===== src/rtl/uart_bist_pkg.sv =====
package uart_bist_pkg;

    localparam int BYTE_W = 8;

    typedef enum logic [2:0] {
        RX_IDLE, RX_START, RX_DATA, RX_PAR, RX_STOP
    } rx_state_e;

    typedef enum logic [2:0] {
        BS_IDLE, BS_SEND, BS_WAIT, BS_SHIFT, BS_DONE
    } bist_state_e;

    // x^8+x^6+x^5+x^4+1, left shift, feedback into bit 0
    function automatic logic [BYTE_W-1:0] prpg_next(input logic [BYTE_W-1:0] v);
        return {v[6:0], v[7] ^ v[5] ^ v[4] ^ v[3]};
    endfunction

    function automatic logic [BYTE_W-1:0] sig_fold(input logic [BYTE_W-1:0] m,
                                                   input logic [BYTE_W-1:0] din);
        return {m[6:0], m[7] ^ m[5] ^ m[4] ^ m[3]} ^ din;
    endfunction

    function automatic logic [BYTE_W-1:0] golden_sig(input logic [BYTE_W-1:0] seed,
                                                     input int count);
        logic [BYTE_W-1:0] l;
        logic [BYTE_W-1:0] m;
        l = seed;
        m = '0;
        for (int i = 0; i < count; i++) begin
            m = sig_fold(m, l);
            l = prpg_next(l);
        end
        return m;
    endfunction

endpackage


===== src/rtl/uart_bist_tx.sv =====
module uart_bist_tx #(
    parameter int BIT_CLKS = 16
) (
    input  logic       clk,
    input  logic       rst_n,
    input  logic       start,
    input  logic [7:0] byte_in,
    output logic       line,
    output logic       idle
);
    localparam int CW = (BIT_CLKS > 1) ? $clog2(BIT_CLKS) : 1;
    localparam logic [CW-1:0] LAST = CW'(BIT_CLKS - 1);
    localparam int FRAME_BITS = 11;

    typedef struct packed {
        logic                  busy;
        logic [FRAME_BITS-1:0] sr;
        logic [CW-1:0]         cnt;
        logic [3:0]            nbit;
    } tx_s;

    tx_s q, d;

    always_comb begin
        d = q;
        if (!q.busy) begin
            if (start) begin
                d.busy = 1'b1;
                d.sr   = {1'b1, ^byte_in, byte_in, 1'b0};
                d.cnt  = '0;
                d.nbit = '0;
            end
        end else if (q.cnt == LAST) begin
            d.cnt = '0;
            d.sr  = {1'b1, q.sr[FRAME_BITS-1:1]};
            if (q.nbit == 4'(FRAME_BITS - 1)) begin
                d.busy = 1'b0;
            end else begin
                d.nbit = q.nbit + 1'b1;
            end
        end else begin
            d.cnt = q.cnt + 1'b1;
        end
    end

    always_ff @(posedge clk or negedge rst_n) begin
        if (!rst_n) begin
            q <= '{busy: 1'b0, sr: '1, cnt: '0, nbit: '0};
        end else begin
            q <= d;
        end
    end

    assign line = q.busy ? q.sr[0] : 1'b1;
    assign idle = !q.busy;

endmodule


===== src/rtl/uart_bist_rx.sv =====
module uart_bist_rx
    import uart_bist_pkg::*;
#(
    parameter int BIT_CLKS = 16
) (
    input  logic       clk,
    input  logic       rst_n,
    input  logic       line_in,
    input  logic       ack,
    output logic [7:0] data,
    output logic       valid,
    output logic       done,
    output logic       perr,
    output logic       ferr,
    output logic       brk,
    output logic       ovr
);
    localparam int CW = (BIT_CLKS > 1) ? $clog2(BIT_CLKS) : 1;
    localparam logic [CW-1:0] LAST = CW'(BIT_CLKS - 1);
    localparam logic [CW-1:0] HALF = CW'(BIT_CLKS / 2 - 1);

    typedef struct packed {
        rx_state_e   st;
        logic [1:0]  sync;
        logic        prev;
        logic [CW-1:0] cnt;
        logic [2:0]  idx;
        logic [7:0]  sh;
        logic        par;
        logic [7:0]  data;
        logic        valid;
        logic        done;
        logic        perr;
        logic        ferr;
        logic        brk;
        logic        ovr;
    } rx_s;

    rx_s  q, d;
    logic ln;

    assign ln = q.sync[1];

    always_comb begin
        d      = q;
        d.sync = {q.sync[0], line_in};
        d.prev = ln;
        d.done = 1'b0;
        if (ack) begin
            d.valid = 1'b0;
            d.ovr   = 1'b0;
        end
        unique case (q.st)
            RX_IDLE: begin
                if (q.prev && !ln) begin
                    d.st  = RX_START;
                    d.cnt = '0;
                end
            end
            RX_START: begin
                if (q.cnt == HALF) begin
                    d.cnt = '0;
                    d.idx = '0;
                    d.st  = ln ? RX_IDLE : RX_DATA;
                end else begin
                    d.cnt = q.cnt + 1'b1;
                end
            end
            RX_DATA: begin
                if (q.cnt == LAST) begin
                    d.cnt = '0;
                    d.sh  = {ln, q.sh[7:1]};
                    d.idx = q.idx + 1'b1;
                    if (q.idx == 3'd7) d.st = RX_PAR;
                end else begin
                    d.cnt = q.cnt + 1'b1;
                end
            end
            RX_PAR: begin
                if (q.cnt == LAST) begin
                    d.cnt = '0;
                    d.par = ln;
                    d.st  = RX_STOP;
                end else begin
                    d.cnt = q.cnt + 1'b1;
                end
            end
            RX_STOP: begin
                if (q.cnt == LAST) begin
                    d.cnt   = '0;
                    d.data  = q.sh;
                    d.perr  = ^{q.sh, q.par};
                    d.ferr  = !ln;
                    d.brk   = (q.sh == 8'h00) && !q.par && !ln;
                    d.ovr   = q.valid && !ack;
                    d.valid = 1'b1;
                    d.done  = 1'b1;
                    d.st    = RX_IDLE;
                end else begin
                    d.cnt = q.cnt + 1'b1;
                end
            end
            default: d.st = RX_IDLE;
        endcase
    end

    always_ff @(posedge clk or negedge rst_n) begin
        if (!rst_n) begin
            q <= '{st: RX_IDLE, sync: 2'b11, prev: 1'b1, cnt: '0, idx: '0,
                   sh: '0, par: 1'b0, data: '0, valid: 1'b0, done: 1'b0,
                   perr: 1'b0, ferr: 1'b0, brk: 1'b0, ovr: 1'b0};
        end else begin
            q <= d;
        end
    end

    assign data  = q.data;
    assign valid = q.valid;
    assign done  = q.done;
    assign perr  = q.perr;
    assign ferr  = q.ferr;
    assign brk   = q.brk;
    assign ovr   = q.ovr;

endmodule


===== src/rtl/uart_bist_engine.sv =====
module uart_bist_engine
    import uart_bist_pkg::*;
#(
    parameter int          NUM_BYTES = 255,
    parameter logic [7:0]  SEED      = 8'h5A
) (
    input  logic       clk,
    input  logic       rst_n,
    input  logic       test_mode,
    input  logic       test_start,
    input  logic       tx_idle,
    input  logic       rx_done,
    input  logic [7:0] rx_byte,
    output logic       tx_go,
    output logic [7:0] tx_byte,
    output logic       shifting,
    output logic       sig_bit,
    output logic       sig_first,
    output logic       done,
    output logic       pass,
    output logic [7:0] lfsr_mon
);
    localparam int NW = $clog2(NUM_BYTES + 1);
    localparam logic [NW-1:0] LAST_IDX = NW'(NUM_BYTES - 1);
    localparam logic [7:0] GOLD = golden_sig(SEED, NUM_BYTES);

    typedef struct packed {
        bist_state_e st;
        logic [7:0]  lfsr;
        logic [7:0]  misr;
        logic [NW-1:0] cnt;
        logic [7:0]  sh;
        logic [2:0]  shcnt;
        logic        done;
        logic        pass;
    } eng_s;

    eng_s q, d;

    always_comb begin
        d         = q;
        tx_go     = 1'b0;
        if (!test_mode) begin
            d.st   = BS_IDLE;
            d.done = 1'b0;
            d.pass = 1'b0;
        end else if (test_start) begin
            d.st   = BS_SEND;
            d.lfsr = SEED;
            d.misr = '0;
            d.cnt  = '0;
            d.done = 1'b0;
            d.pass = 1'b0;
        end else begin
            unique case (q.st)
                BS_SEND: begin
                    if (tx_idle) begin
                        tx_go  = 1'b1;
                        d.lfsr = prpg_next(q.lfsr);
                        d.st   = BS_WAIT;
                    end
                end
                BS_WAIT: begin
                    if (rx_done) begin
                        d.misr = sig_fold(q.misr, rx_byte);
                        if (q.cnt == LAST_IDX) begin
                            d.sh    = sig_fold(q.misr, rx_byte);
                            d.shcnt = '0;
                            d.st    = BS_SHIFT;
                        end else begin
                            d.cnt = q.cnt + 1'b1;
                            d.st  = BS_SEND;
                        end
                    end
                end
                BS_SHIFT: begin
                    d.sh    = {q.sh[6:0], 1'b0};
                    d.shcnt = q.shcnt + 1'b1;
                    if (q.shcnt == 3'd7) begin
                        d.st   = BS_DONE;
                        d.done = 1'b1;
                        d.pass = (q.misr == GOLD);
                    end
                end
                default: ;
            endcase
        end
    end

    always_ff @(posedge clk or negedge rst_n) begin
        if (!rst_n) begin
            q <= '{st: BS_IDLE, lfsr: SEED, misr: '0, cnt: '0, sh: '0,
                   shcnt: '0, done: 1'b0, pass: 1'b0};
        end else begin
            q <= d;
        end
    end

    assign tx_byte   = q.lfsr;
    assign shifting  = (q.st == BS_SHIFT);
    assign sig_bit   = q.sh[7];
    assign sig_first = (q.st == BS_SHIFT) && (q.shcnt == 3'd0);
    assign done      = q.done;
    assign pass      = q.pass;
    assign lfsr_mon  = q.lfsr;

endmodule


===== src/rtl/uart_bist_top.sv =====
module uart_bist_top #(
    parameter int          BIT_CLKS  = 16,
    parameter int          NUM_BYTES = 255,
    parameter logic [7:0]  SEED      = 8'h5A
) (
    input  logic       clk,
    input  logic       rst_n,
    input  logic       test_mode,
    input  logic       test_start,
    input  logic [7:0] host_tx_data,
    input  logic       host_tx_valid,
    output logic       host_tx_ready,
    input  logic       rx_ack,
    input  logic       serial_in,
    output logic       serial_out,
    output logic [7:0] rx_data,
    output logic       rx_valid,
    output logic       rx_parity_err,
    output logic       rx_frame_err,
    output logic       rx_break,
    output logic       rx_overrun,
    output logic       sig_frame,
    output logic       test_done,
    output logic       test_pass
);
    logic       tx_line, tx_idle, tx_start;
    logic [7:0] tx_byte;
    logic       rx_line, rx_done, rx_hold_valid, rx_ack_int;
    logic       eng_go, eng_shift, eng_bit;
    logic [7:0] eng_byte;
    logic [7:0] lfsr_mon;

    assign tx_start      = test_mode ? eng_go : (host_tx_valid && tx_idle);
    assign tx_byte       = test_mode ? eng_byte : host_tx_data;
    assign host_tx_ready = tx_idle && !test_mode;
    assign rx_line       = test_mode ? tx_line : serial_in;
    assign rx_ack_int    = rx_ack || test_mode;
    assign rx_valid      = rx_hold_valid && !test_mode;
    assign serial_out    = test_mode ? (eng_shift ? eng_bit : 1'b1) : tx_line;

    uart_bist_tx #(.BIT_CLKS(BIT_CLKS)) u_tx (
        .clk(clk), .rst_n(rst_n), .start(tx_start), .byte_in(tx_byte),
        .line(tx_line), .idle(tx_idle)
    );

    uart_bist_rx #(.BIT_CLKS(BIT_CLKS)) u_rx (
        .clk(clk), .rst_n(rst_n), .line_in(rx_line), .ack(rx_ack_int),
        .data(rx_data), .valid(rx_hold_valid), .done(rx_done),
        .perr(rx_parity_err), .ferr(rx_frame_err), .brk(rx_break),
        .ovr(rx_overrun)
    );

    uart_bist_engine #(.NUM_BYTES(NUM_BYTES), .SEED(SEED)) u_eng (
        .clk(clk), .rst_n(rst_n), .test_mode(test_mode), .test_start(test_start),
        .tx_idle(tx_idle), .rx_done(rx_done), .rx_byte(rx_data),
        .tx_go(eng_go), .tx_byte(eng_byte), .shifting(eng_shift),
        .sig_bit(eng_bit), .sig_first(sig_frame), .done(test_done),
        .pass(test_pass), .lfsr_mon(lfsr_mon)
    );

endmodule


===== config.mk =====
export PLATFORM = sky130hd
export DESIGN_NAME = uart_bist_top
export DESIGN_NICKNAME = d
export VERILOG_FILES = /design/src/rtl/uart_bist_pkg.sv /design/src/rtl/uart_bist_tx.sv /design/src/rtl/uart_bist_rx.sv /design/src/rtl/uart_bist_engine.sv /design/src/rtl/uart_bist_top.sv
export SDC_FILE = /design/constraint.sdc
export NUM_CORES = 1
export LEC_CHECK = 0
export ABC_AREA = 0
export BUFFER_PORTS_ARGS = -buffer_cell sky130_fd_sc_hd__buf_2
export CORE_ASPECT_RATIO = 0.75
export CORE_MARGIN = 3
export CORE_UTILIZATION = 60
export CTS_CLUSTER_SIZE = 30
export DETAILED_ROUTE_END_ITERATION = 8
export PLACE_DENSITY = 0.77
export SETUP_SLACK_MARGIN = 0.3
export SLEW_MARGIN = 10
export SYNTH_ARGS = -nofsm -noshare
export SYNTH_HDL_FRONTEND = slang
export SYNTH_SLANG_ARGS = --single-unit

===== constraint.sdc =====
create_clock -name clk -period 2.55 [get_ports clk]
set_input_delay 0.3825 -clock clk [delete_from_list [all_inputs] [get_ports clk]]
set_output_delay 0.3825 -clock clk [all_outputs]
set_load 0.01 [all_outputs]

# Yosys cells after proc, flatten, opt, wreduce, memory -nomap -nowiden

Cells that the tools add are included.

Flip-flop bits (word level): 96
Bits in latches: 0
RAM bits: 0
Memory bits (read-only): 0
Input bits: 15
Output and inout bits: 18
Word-level logic and storage cells: 166
Memories: 0

Add/subtract/negate cells: 6
$mul: 0
Div/mod/pow operators: 0
Order comparisons: 0
Eq/ne operators: 33
Shift-type cells: 0
Mux-type cells: 52
Bitwise logic cells: 8
Reduce and logical (&&, ||, !) cells: 41

Operator list:

| operator                                               | count |
|---|---|
| 2-to-1 mux 27 bit                                      | 2 |
| 2-to-1 mux 20 bit                                      | 2 |
| 2-to-1 mux 11 bit                                      | 3 |
| 2-to-1 mux 3 bit                                       | 10 |
| 2-to-1 mux 4 bit                                       | 6 |
| 2-to-1 mux 8 bit                                       | 3 |
| case mux 11 bit (2 select lines)                       | 1 |
| 2-to-1 mux 16 bit                                      | 1 |
| case mux 3 bit (5 select lines)                        | 1 |
| inequality test 2 x 1 -> 1 bit (second input constant) | 7 |
| adder 4 x 1 -> 4 bit (second input constant)           | 3 |
| equality test 3 x 2 -> 1 bit (second input constant)   | 4 |
| equality test 4 bit (second input constant)            | 3 |
| 2-to-1 mux 12 bit                                      | 1 |
| 2-to-1 mux 2 bit                                       | 6 |
| 2-to-1 mux 6 bit                                       | 2 |
| case mux 4 bit (3 select lines)                        | 1 |
| AND reduction 2 bit                                    | 6 |
| AND reduction 3 bit                                    | 4 |
| nonzero test 2 bit                                     | 6 |
| 2-to-1 mux 1 bit                                       | 11 |
| inequality test 2 bit (second input constant)          | 5 |
| equality test 3 bit (second input constant)            | 3 |
| case mux 3 bit (3 select lines)                        | 1 |
| other kinds (26)                                       | 48 |

# Longest topological paths before layout

Gate-level depths: netlist (run 1).

Depth in word-level cells: 9
Depth in mapped cells: 8
Mapped depth without buffers: 7

# By module

From an unflattened synthesis (run 1), not the netlist that was laid out.

Cell total of the unflattened synthesis: 489
Area total of the unflattened synthesis: 5143.7 um^2

By module, submodules not included:

| module           | instances | cells an instance | area each (um^2) | sequential area each (um^2) |
|---|---|---|---|---|
| uart_bist_engine | 1         | 216               | 2210.9           | 1006.0 |
| uart_bist_rx     | 1         | 153               | 1705.4           | 904.6 |
| uart_bist_tx     | 1         | 102               | 1039.7           | 514.2 |
| uart_bist_top    | 1         | 18                | 187.7            | 0.0 |

# Worst setup path before layout (run 1)

OpenSTA, ideal clock, no wires.

Path kind: reg2reg
Start: register u_eng.q[13] in the netlist's numbering
End: register u_eng.q[10] in the netlist's numbering
Setup time: 0.125 ns
Arrival: 1.716 ns
Data required time: 2.425 ns
Path slack: 0.709 ns
Stages on the path, launching flop included: 8
Buffers on the path: 1
Clock period less this slack: 1.841 ns
Cell sequence: dfrtp_1 > inv_1 > ha_1 > and3_1 > a31oi_1 > nor4b_2 > buf_4 > mux2_2

Longest elaborated chain between the ends: 3

Ends and longest elaborated chain:

| item                                            | RTL line               | source |
|---|---|---|
| from (decl)                                     | uart_bist_engine.sv:38 | `eng_s q, d;` |
| from (signal assigned)                          | uart_bist_engine.sv:92 | `q <= '{st: BS_IDLE, lfsr: SEED, misr: '0, cnt: '0, sh: '0,` |
| equality test 8 bit                             | uart_bist_engine.sv:66 | `if (q.cnt == LAST_IDX) begin` |
| inequality test 2 x 1 -> 1 bit (no source line) | --                     |  |
| AND reduction 5 bit (no source line)            | --                     |  |

Every way passes these cells.
A chain may end at the register's enable or synchronous reset.

# Worst setup path after layout (run 1)

Start: register u_eng.q[39] in the netlist's numbering
End: output sig_frame

Longest elaborated chain between the ends: 2

Ends and longest elaborated chain:

| item                         | RTL line                | source |
|---|---|---|
| equality test 3 x 2 -> 1 bit | uart_bist_engine.sv:102 | `assign sig_first = (q.st == BS_SHIFT) && (q.shcnt == 3'd0);` |
| logical AND 1 bit            | uart_bist_engine.sv:102 |  |
| to (decl)                    | uart_bist_top.sv:22     | `output logic sig_frame,` |

Every way passes these cells.

==> results of run 1 <==
-- flip-flops by register name, indices dropped and copies added (netlist names) --
register and cells:
u_eng.lfsr_mon 8, u_eng.done 1, u_rx.ferr 1, u_eng.pass 1, u_tx.q 20, u_eng.q 29, u_rx.done 1, u_eng.sig_bit 1
u_rx.ovr 1, u_rx.q 20, u_rx.data 8, u_rx.brk 1, u_rx.perr 1, u_rx.d 2, u_rx.valid 1
-- final cells by class --
cell class	count	area share (%)
tap	101	2.36
sequential	96	45.3
multi-input combinational	318	42.4
clock inverter	5	1.66
timing repair buffer	42	4.73
inverter	12	0.842
clock buffer	11	2.64
-- final timing paths --
kind | startpoint | endpoint | slack [ns] | cells after the start
hold reg to reg | u_rx.d[32] | u_rx.d[30] | 0.37 | 0
hold / removal | rx_ack | u_rx.ovr | 0.21 | 2
max in group asynchronous | rst_n | u_tx.q[12] | 1.34 | 3
setup reg to reg | u_eng.q[38] | u_tx.q[1] | 0.61 | 5
min in group asynchronous | rst_n | u_eng.q[7] | 0.51 | 2
setup / recovery | u_eng.q[39] | sig_frame | 0.49 | 3
-- kinds of logic (layout without fill, tap and decap cells) --
family                   after synthesis  in the layout  share of synthesized area (%)
flip-flops                            96             96                           49.7
AO/OA/AOI/OAI                         95             95                           13.6
XOR/XNOR                              37             37                           6.95
buffers and inverters                 40             70                           3.92
multiplexers                          41             41                           9.13
adder cells (fa/ha/maj)               11             11                           2.82
AND/OR/NAND/NOR                      134            134                           13.8
-- stage by stage --
stage | instance area, um2 | cells | worst slack, ns | hold WS (ns)
3_3_place_gp | 5110 | 568 | 0.633 | 0.347
2_1_floorplan | 4880 | 454 | 0.709 | 0.0869
3_5_place_dp | 5110 | 568 | 0.570 | 0.352
5_1_grt | 5350 | 585 | 0.370 | 0.184
4_1_cts | 5350 | 585 | 0.478 | 0.193
6_report | 5350 | 585 | 0.486 | 0.207
-- metal layers --
metal	global-route usage, %	vias to the layer above	share of wire [%]
met5	0	-	0
met4	5.93	0	1.3
met3	5.03	11	3.9
met2	35.1	83	46
met1	33.4	1734	49
li1	-	1660	-
-- cells in the final DEF (no fill, tap or decap), types with 8 or more instances in the layout --
cell	synthesis	final
ha_1	11	11
a21oi_1	13	13
o31ai_1	11	11
mux2i_1	13	13
buf_4	9	9
mux2_2	24	24
o221a_2	8	8
xor2_1	9	9
nand3_1	16	16
xnor2_1	27	27
nand2_1	57	57
dfrtp_1	78	78
nor2_1	18	18
clkbuf_8	0	10
buf_2	6	31
inv_1	12	12
dfstp_2	18	18
o21ai_0	27	27
-- power groups by stage --
stage	combinational, mW	sequential [mW]	clock [mW]
floorplan	0.805	2.06	0
global placement	0.949	2.14	0
detailed placement	0.996	2.16	0
CTS	1.00	2.13	1.15
global route	1.13	2.18	1.22
finish	0.990	2.14	1.12
-- worst max-delay path: stages, from the launching register on --
cell and delay [ns]:
dfrtp_1 0.47, and3b_2 0.51, and3_1 0.22, buf_2 0.13
-- timing repair --
item,CTS,global route
endpoints found under the hold margin,32,0
endpoints found under the setup margin,2,0
resized for setup,1,0
hold buffers,1,0
==> results.yml, run 1 <==
run:
  maxCapViolCount: 0
route:
  wire_per_inst_um: 16.7
  vias: 3488
  detail_route.vias_per_cell: 5.96
  routed_wl_um: 9780
  drc_errors: 0
  first_iter_violations: 208
  dr.pass1.iters: 5
  drtAntennaViolNets: 0
logic_synthesis:
  yosysUniqueCellTypes: 55
  yosysMostFrequentCell: "dfrtp_1"
  syn_area_per_cell_um2: 10.7
  ys.flop_type: "dfrtp_1"
  seq_area_frac_synth_pct: 49.7
  synth_top_area_share_pct: 40.0
  synth_seq_cells: 96
  yosysTopAreaCell: "dfrtp_1"
  netlist_top_cells_count: "dfrtp_1 (78), nand2_1 (57), o21ai_0 (27), xnor2_1 (27), mux2_2 (24)"
  synth-edff-count: 0
  syn_inst: 454
  synthesis.area_um2: 4880
  synthArstFlopShare_pct: 100
  yosys_warnings: 0
  ys_top_cells_by_area: "dfrtp_1 (40%), dfstp_2 (9.7%), mux2_2 (5.5%), xnor2_1 (4.8%), nand2_1 (4.4%)"
  synth_nets: 480
clocking:
  cts_buffer_depth: 2
  numCtsBuffers: 9
  insertion_delay_ns: 0.36
  cts_tree: "done"
  root_buffer: "clkbuf_8"
  cts_sinks: 96
  htreeDepth: 3
  path_clk_slew_ns: 0.09
  cts_setup_buffers: 0
timing:
  setup_viol: 0
  rsz0062_at_grt: "no"
  final_hold_viol_count: 0
  final_max_slew_viol_count: 0
  clock.fmax_mhz: 485
  relSlewSlack_pct: 55.2
  fin_skew_ns: 0.0176
  fin_tns_setup_ns: 0
  worst_pin_slew_ns: 0.665
  fin_crit_sh_pct: 80.9
  period_minus_slack_ns: 2.06
place:
  hpwl_um: 6960
  gp_congestion: 0.795
  placement.io_buffers: 32
cells_and_area:
  regArea_um2: 2420
  final_util_pct: 70.4
  multi_input_area_um2: 2270
  syn2layout_area_growth_pct: 9.64
  drive_gt1_share_pct: 23.8
  fillers: 566
  final_nets: 505
  antenna_cells: 0
floorplanning:
  num_io_pins: 33
  rows: 27
  dieHeight_um: 84.1
  fp.dieW_um: 110
  floorplan.initialDensity_pct: 64.2
  core_region_area_um2: 7600
  dieArea_um2: 9260
power_and_ir_drop:
  total_power_mw: 4.26
  power_density_nw_per_um2: 796
  power.switching_mw: 1.30
  clock_power_share_pct: 26.4
  swShare_pct: 30.5
  p_comb_share_pct: 23.3
  internal_power_mw: 2.96
  total_leakage_power_nw: 2.44
  pwr-share-seq_pct: 50.4
  ir_drop_uv: 612
global_routing:
  antenna_found_initial: 0
  track_usage_pct: 23.0
  grt_max_degree: 44
  grt_pass1_vias: 3379
  grt_pass1_wl_um: 16800
  overflow: 0
critical_path:
  crit_required_ns: 2.17
  path_max_fanout: 24
  critPathCaptureType: "primary output"
  worstPathArrival_ns: 1.68
  critPathLaunchType: "flip-flop"
  path_class: "flip-flop to primary output"
outcome:
  outcome: "finished clean"
worst_hold_path:
  hold_path.class: "input pin to flip-flop"
Note: power is estimated with default switching activity, not from simulation.
==> inputs of run 2 (changes only) <==
--- a/config.mk
+++ b/config.mk
@@ -5,7 +5,7 @@
 export SDC_FILE = /design/constraint.sdc
 export NUM_CORES = 1
 export LEC_CHECK = 0
-export ABC_AREA = 0
+export ABC_AREA = 1
 export BUFFER_PORTS_ARGS = -buffer_cell sky130_fd_sc_hd__buf_2
 export CORE_ASPECT_RATIO = 0.75
 export CORE_MARGIN = 3
==> constraint.sdc (replaced) <==
create_clock -name clk -period 2 [get_ports clk]
set_input_delay 0.3 -clock clk [delete_from_list [all_inputs] [get_ports clk]]
set_output_delay 0.3 -clock clk [all_outputs]
set_load 0.01 [all_outputs]
==> results.yml, run 2 <==
logic_synthesis:
  syn_area_per_cell_um2: 8.58
  syn_inst: 618
  synth_nets: 644
  yosysMostFrequentCell: "nand2_1"
  yosysTopAreaCell: "dfrtp_1"
  yosys_warnings: 0
  synth_seq_cells: 96
  netlist_top_cells_count: "nand2_1 (192), dfrtp_1 (78), inv_1 (59)"
  seq_area_frac_synth_pct: 45.7
  yosysUniqueCellTypes: 48
  synth_top_area_share_pct: 36.8
  ys_top_cells_by_area: "dfrtp_1 (37%), nand2_1 (14%), dfstp_2 (8.9%), inv_1 (4.2%), o21ai_0 (3.5%)"
  ys.flop_type: "dfrtp_1"
  synth-edff-count: 0
  synthArstFlopShare_pct: 100
  synthesis.area_um2: 5300
worst_hold_path:
  hold_path.class: "input pin to flip-flop"
clocking:
  root_buffer: "clkbuf_16"
  insertion_delay_ns: 0.34
  cts_sinks: 96
  htreeDepth: 3
  cts_buffer_depth: 2
  path_clk_slew_ns: 0.06
  numCtsBuffers: 9
  cts_tree: "done"
cells_and_area:
  antenna_cells: 0
  largest_register_ffs: 29
  regMostFlops: "u_eng.q"
  drive_gt1_share_pct: 23.4
  syn2layout_area_growth_pct: 11.4
  layout_top_registers: "u_eng.q (29), u_rx.q (20), u_tx.q (20)"
  stdcell_count: 775
  final_common_cell: "nand2_1"
  final_nets: 688
  layout_common_cells: "nand2_1 (192), dfrtp_1 (76), inv_1 (59)"
timing:
  period_minus_slack_ns: 1.69
  fin_tns_setup_ns: 0
  setup_viol: 0
  rsz0062_at_grt: "yes"
  final_hold_viol_count: 0
  fin_crit_sh_pct: 84.7
  worst_pin_slew_ns: 0.542
  final_max_slew_viol_count: 0
  relSlewSlack_pct: 63.5
  fin_skew_ns: 0.00713
  clock.fmax_mhz: 590
route:
  drtAntennaViolNets: 0
  vias: 4153
  detail_route.vias_per_cell: 5.36
  wire_per_inst_um: 14.4
  routed_wl_um: 11100
  first_iter_violations: 290
  dr.pass1.iters: 4
  drc_errors: 0
global_routing:
  antenna_found_initial: 0
  grt_pass1_wl_um: 18600
  top_usage_layer: "met2"
  grtUsageMet2_pct: 35.2
  gr-usage-met1_pct: 34.4
  grt_max_degree: 46
  track_usage_pct: 23.4
  grt_pass1_vias: 3882
  overflow: 0
  grt.met3_usage_pct: 5.00
place:
  hpwl_um: 7830
  gp_congestion: 0.852
  placedCellCount: 741
  placement.io_buffers: 32
power_and_ir_drop:
  total_leakage_power_nw: 2.93
  clock_power_share_pct: 29.0
  power_density_nw_per_um2: 942
  ir_drop_uv: 647
  p_comb_share_pct: 23.6
  pwr-share-seq_pct: 47.4
  internal_power_mw: 3.74
  swShare_pct: 32.7
  power.switching_mw: 1.82
floorplanning:
  dieHeight_um: 87.4
  floorplan.initialDensity_pct: 62.2
  dieArea_um2: 10000
  core_region_area_um2: 8530
  fp.dieW_um: 115
  num_io_pins: 33
  rows: 29
critical_path:
  crit_required_ns: 1.70
  path_class: "flip-flop to primary output"
  worstPathArrival_ns: 1.39
  critPathLaunchType: "flip-flop"
  critPathCaptureType: "primary output"
  path_max_fanout: 4
run:
  maxCapViolCount: 0
outcome:
  outcome: "finished clean"
==> run 2: path summary, 6_finish.rpt <==
path / to / cells after the start / slack [ns] / startpoint
min in group asynchronous: u_eng.q[24] / 2 / 0.42 / rst_n
max in group asynchronous: u_rx.q[25] / 3 / 0.92 / rst_n
hold / removal: u_rx.valid / 4 / 0.25 / rx_ack
setup reg to reg: u_eng.q[6] / 8 / 0.34 / u_eng.q[39]
setup / recovery: serial_out / 7 / 0.31 / u_eng.q[39]
hold reg to reg: u_rx.d[30] / 0 / 0.36 / u_rx.d[32]
==> run 2: timing repair <==
action,4_1_cts,5_1_grt
pin swaps,3,12
setup buffers,7,8
resized for setup,6,7
setup endpoints to repair,2,27
hold buffers,1,0
hold endpoints to repair,27,0
cloned,0,2
==> run 2: logic make-up after synthesis <==
family / Yosys count / share of synthesized area [%]
buffers and inverters: 95 / 8.85
flip-flops: 96 / 45.7
XOR/XNOR: 26 / 4.29
AO/OA/AOI/OAI: 107 / 13.5
adder cells (fa/ha/maj): 11 / 2.59
multiplexers: 1 / 0.189
AND/OR/NAND/NOR: 282 / 24.9
==> run 2: critical path: stages, from the launching register on <==
cell and delay, ns:
dfrtp_1 0.37, inv_2 0.10, nand2_4 0.08, nor2_8 0.13
inv_8 0.04, nor3_4 0.11, a31oi_1 0.07, buf_2 0.16
==> run 2: layout make-up <==
type	count	area, um2
fillers	637	2620
multi-input cells	429	2440
flip-flops and latches	96	2430
repair buffers	52	332
inverters	74	297
clock buffers	12	246
well taps	108	135
clock inverters	4	28.8
==> run 2: per-layer routing <==
layer	wire length (um)	part of all wire, %
met5	0	0
met4	112	1.0
met3	547	4.9
met2	5030	45
met1	5450	49
==> run 2: power groups by stage <==
stage	combinational (mW)	sequential (mW)	clock, mW
after floorplan	1.01	2.58	0
after global placement	1.21	2.65	0
after detailed placement	1.26	2.66	0
after CTS	1.29	2.63	1.64
after global routing	1.49	2.68	1.74
final	1.31	2.64	1.61
==> run 2: metrics by stage <==
step | area [um2] | power, mW | hold slack (ns) | setup slack (ns) | util [%]
after floorplan | 5300 | 3.58 | 0.00441 | 0.555 | -
after global placement | 5460 | 3.86 | 0.253 | 0.390 | 64.0
after detailed placement | 5460 | 3.92 | 0.260 | 0.306 | 64.0
after CTS | 5810 | 5.56 | 0.242 | 0.245 | 68.2
after global routing | 5910 | 5.91 | 0.279 | 0.221 | 69.3
final | 5910 | 5.56 | 0.253 | 0.305 | 69.3
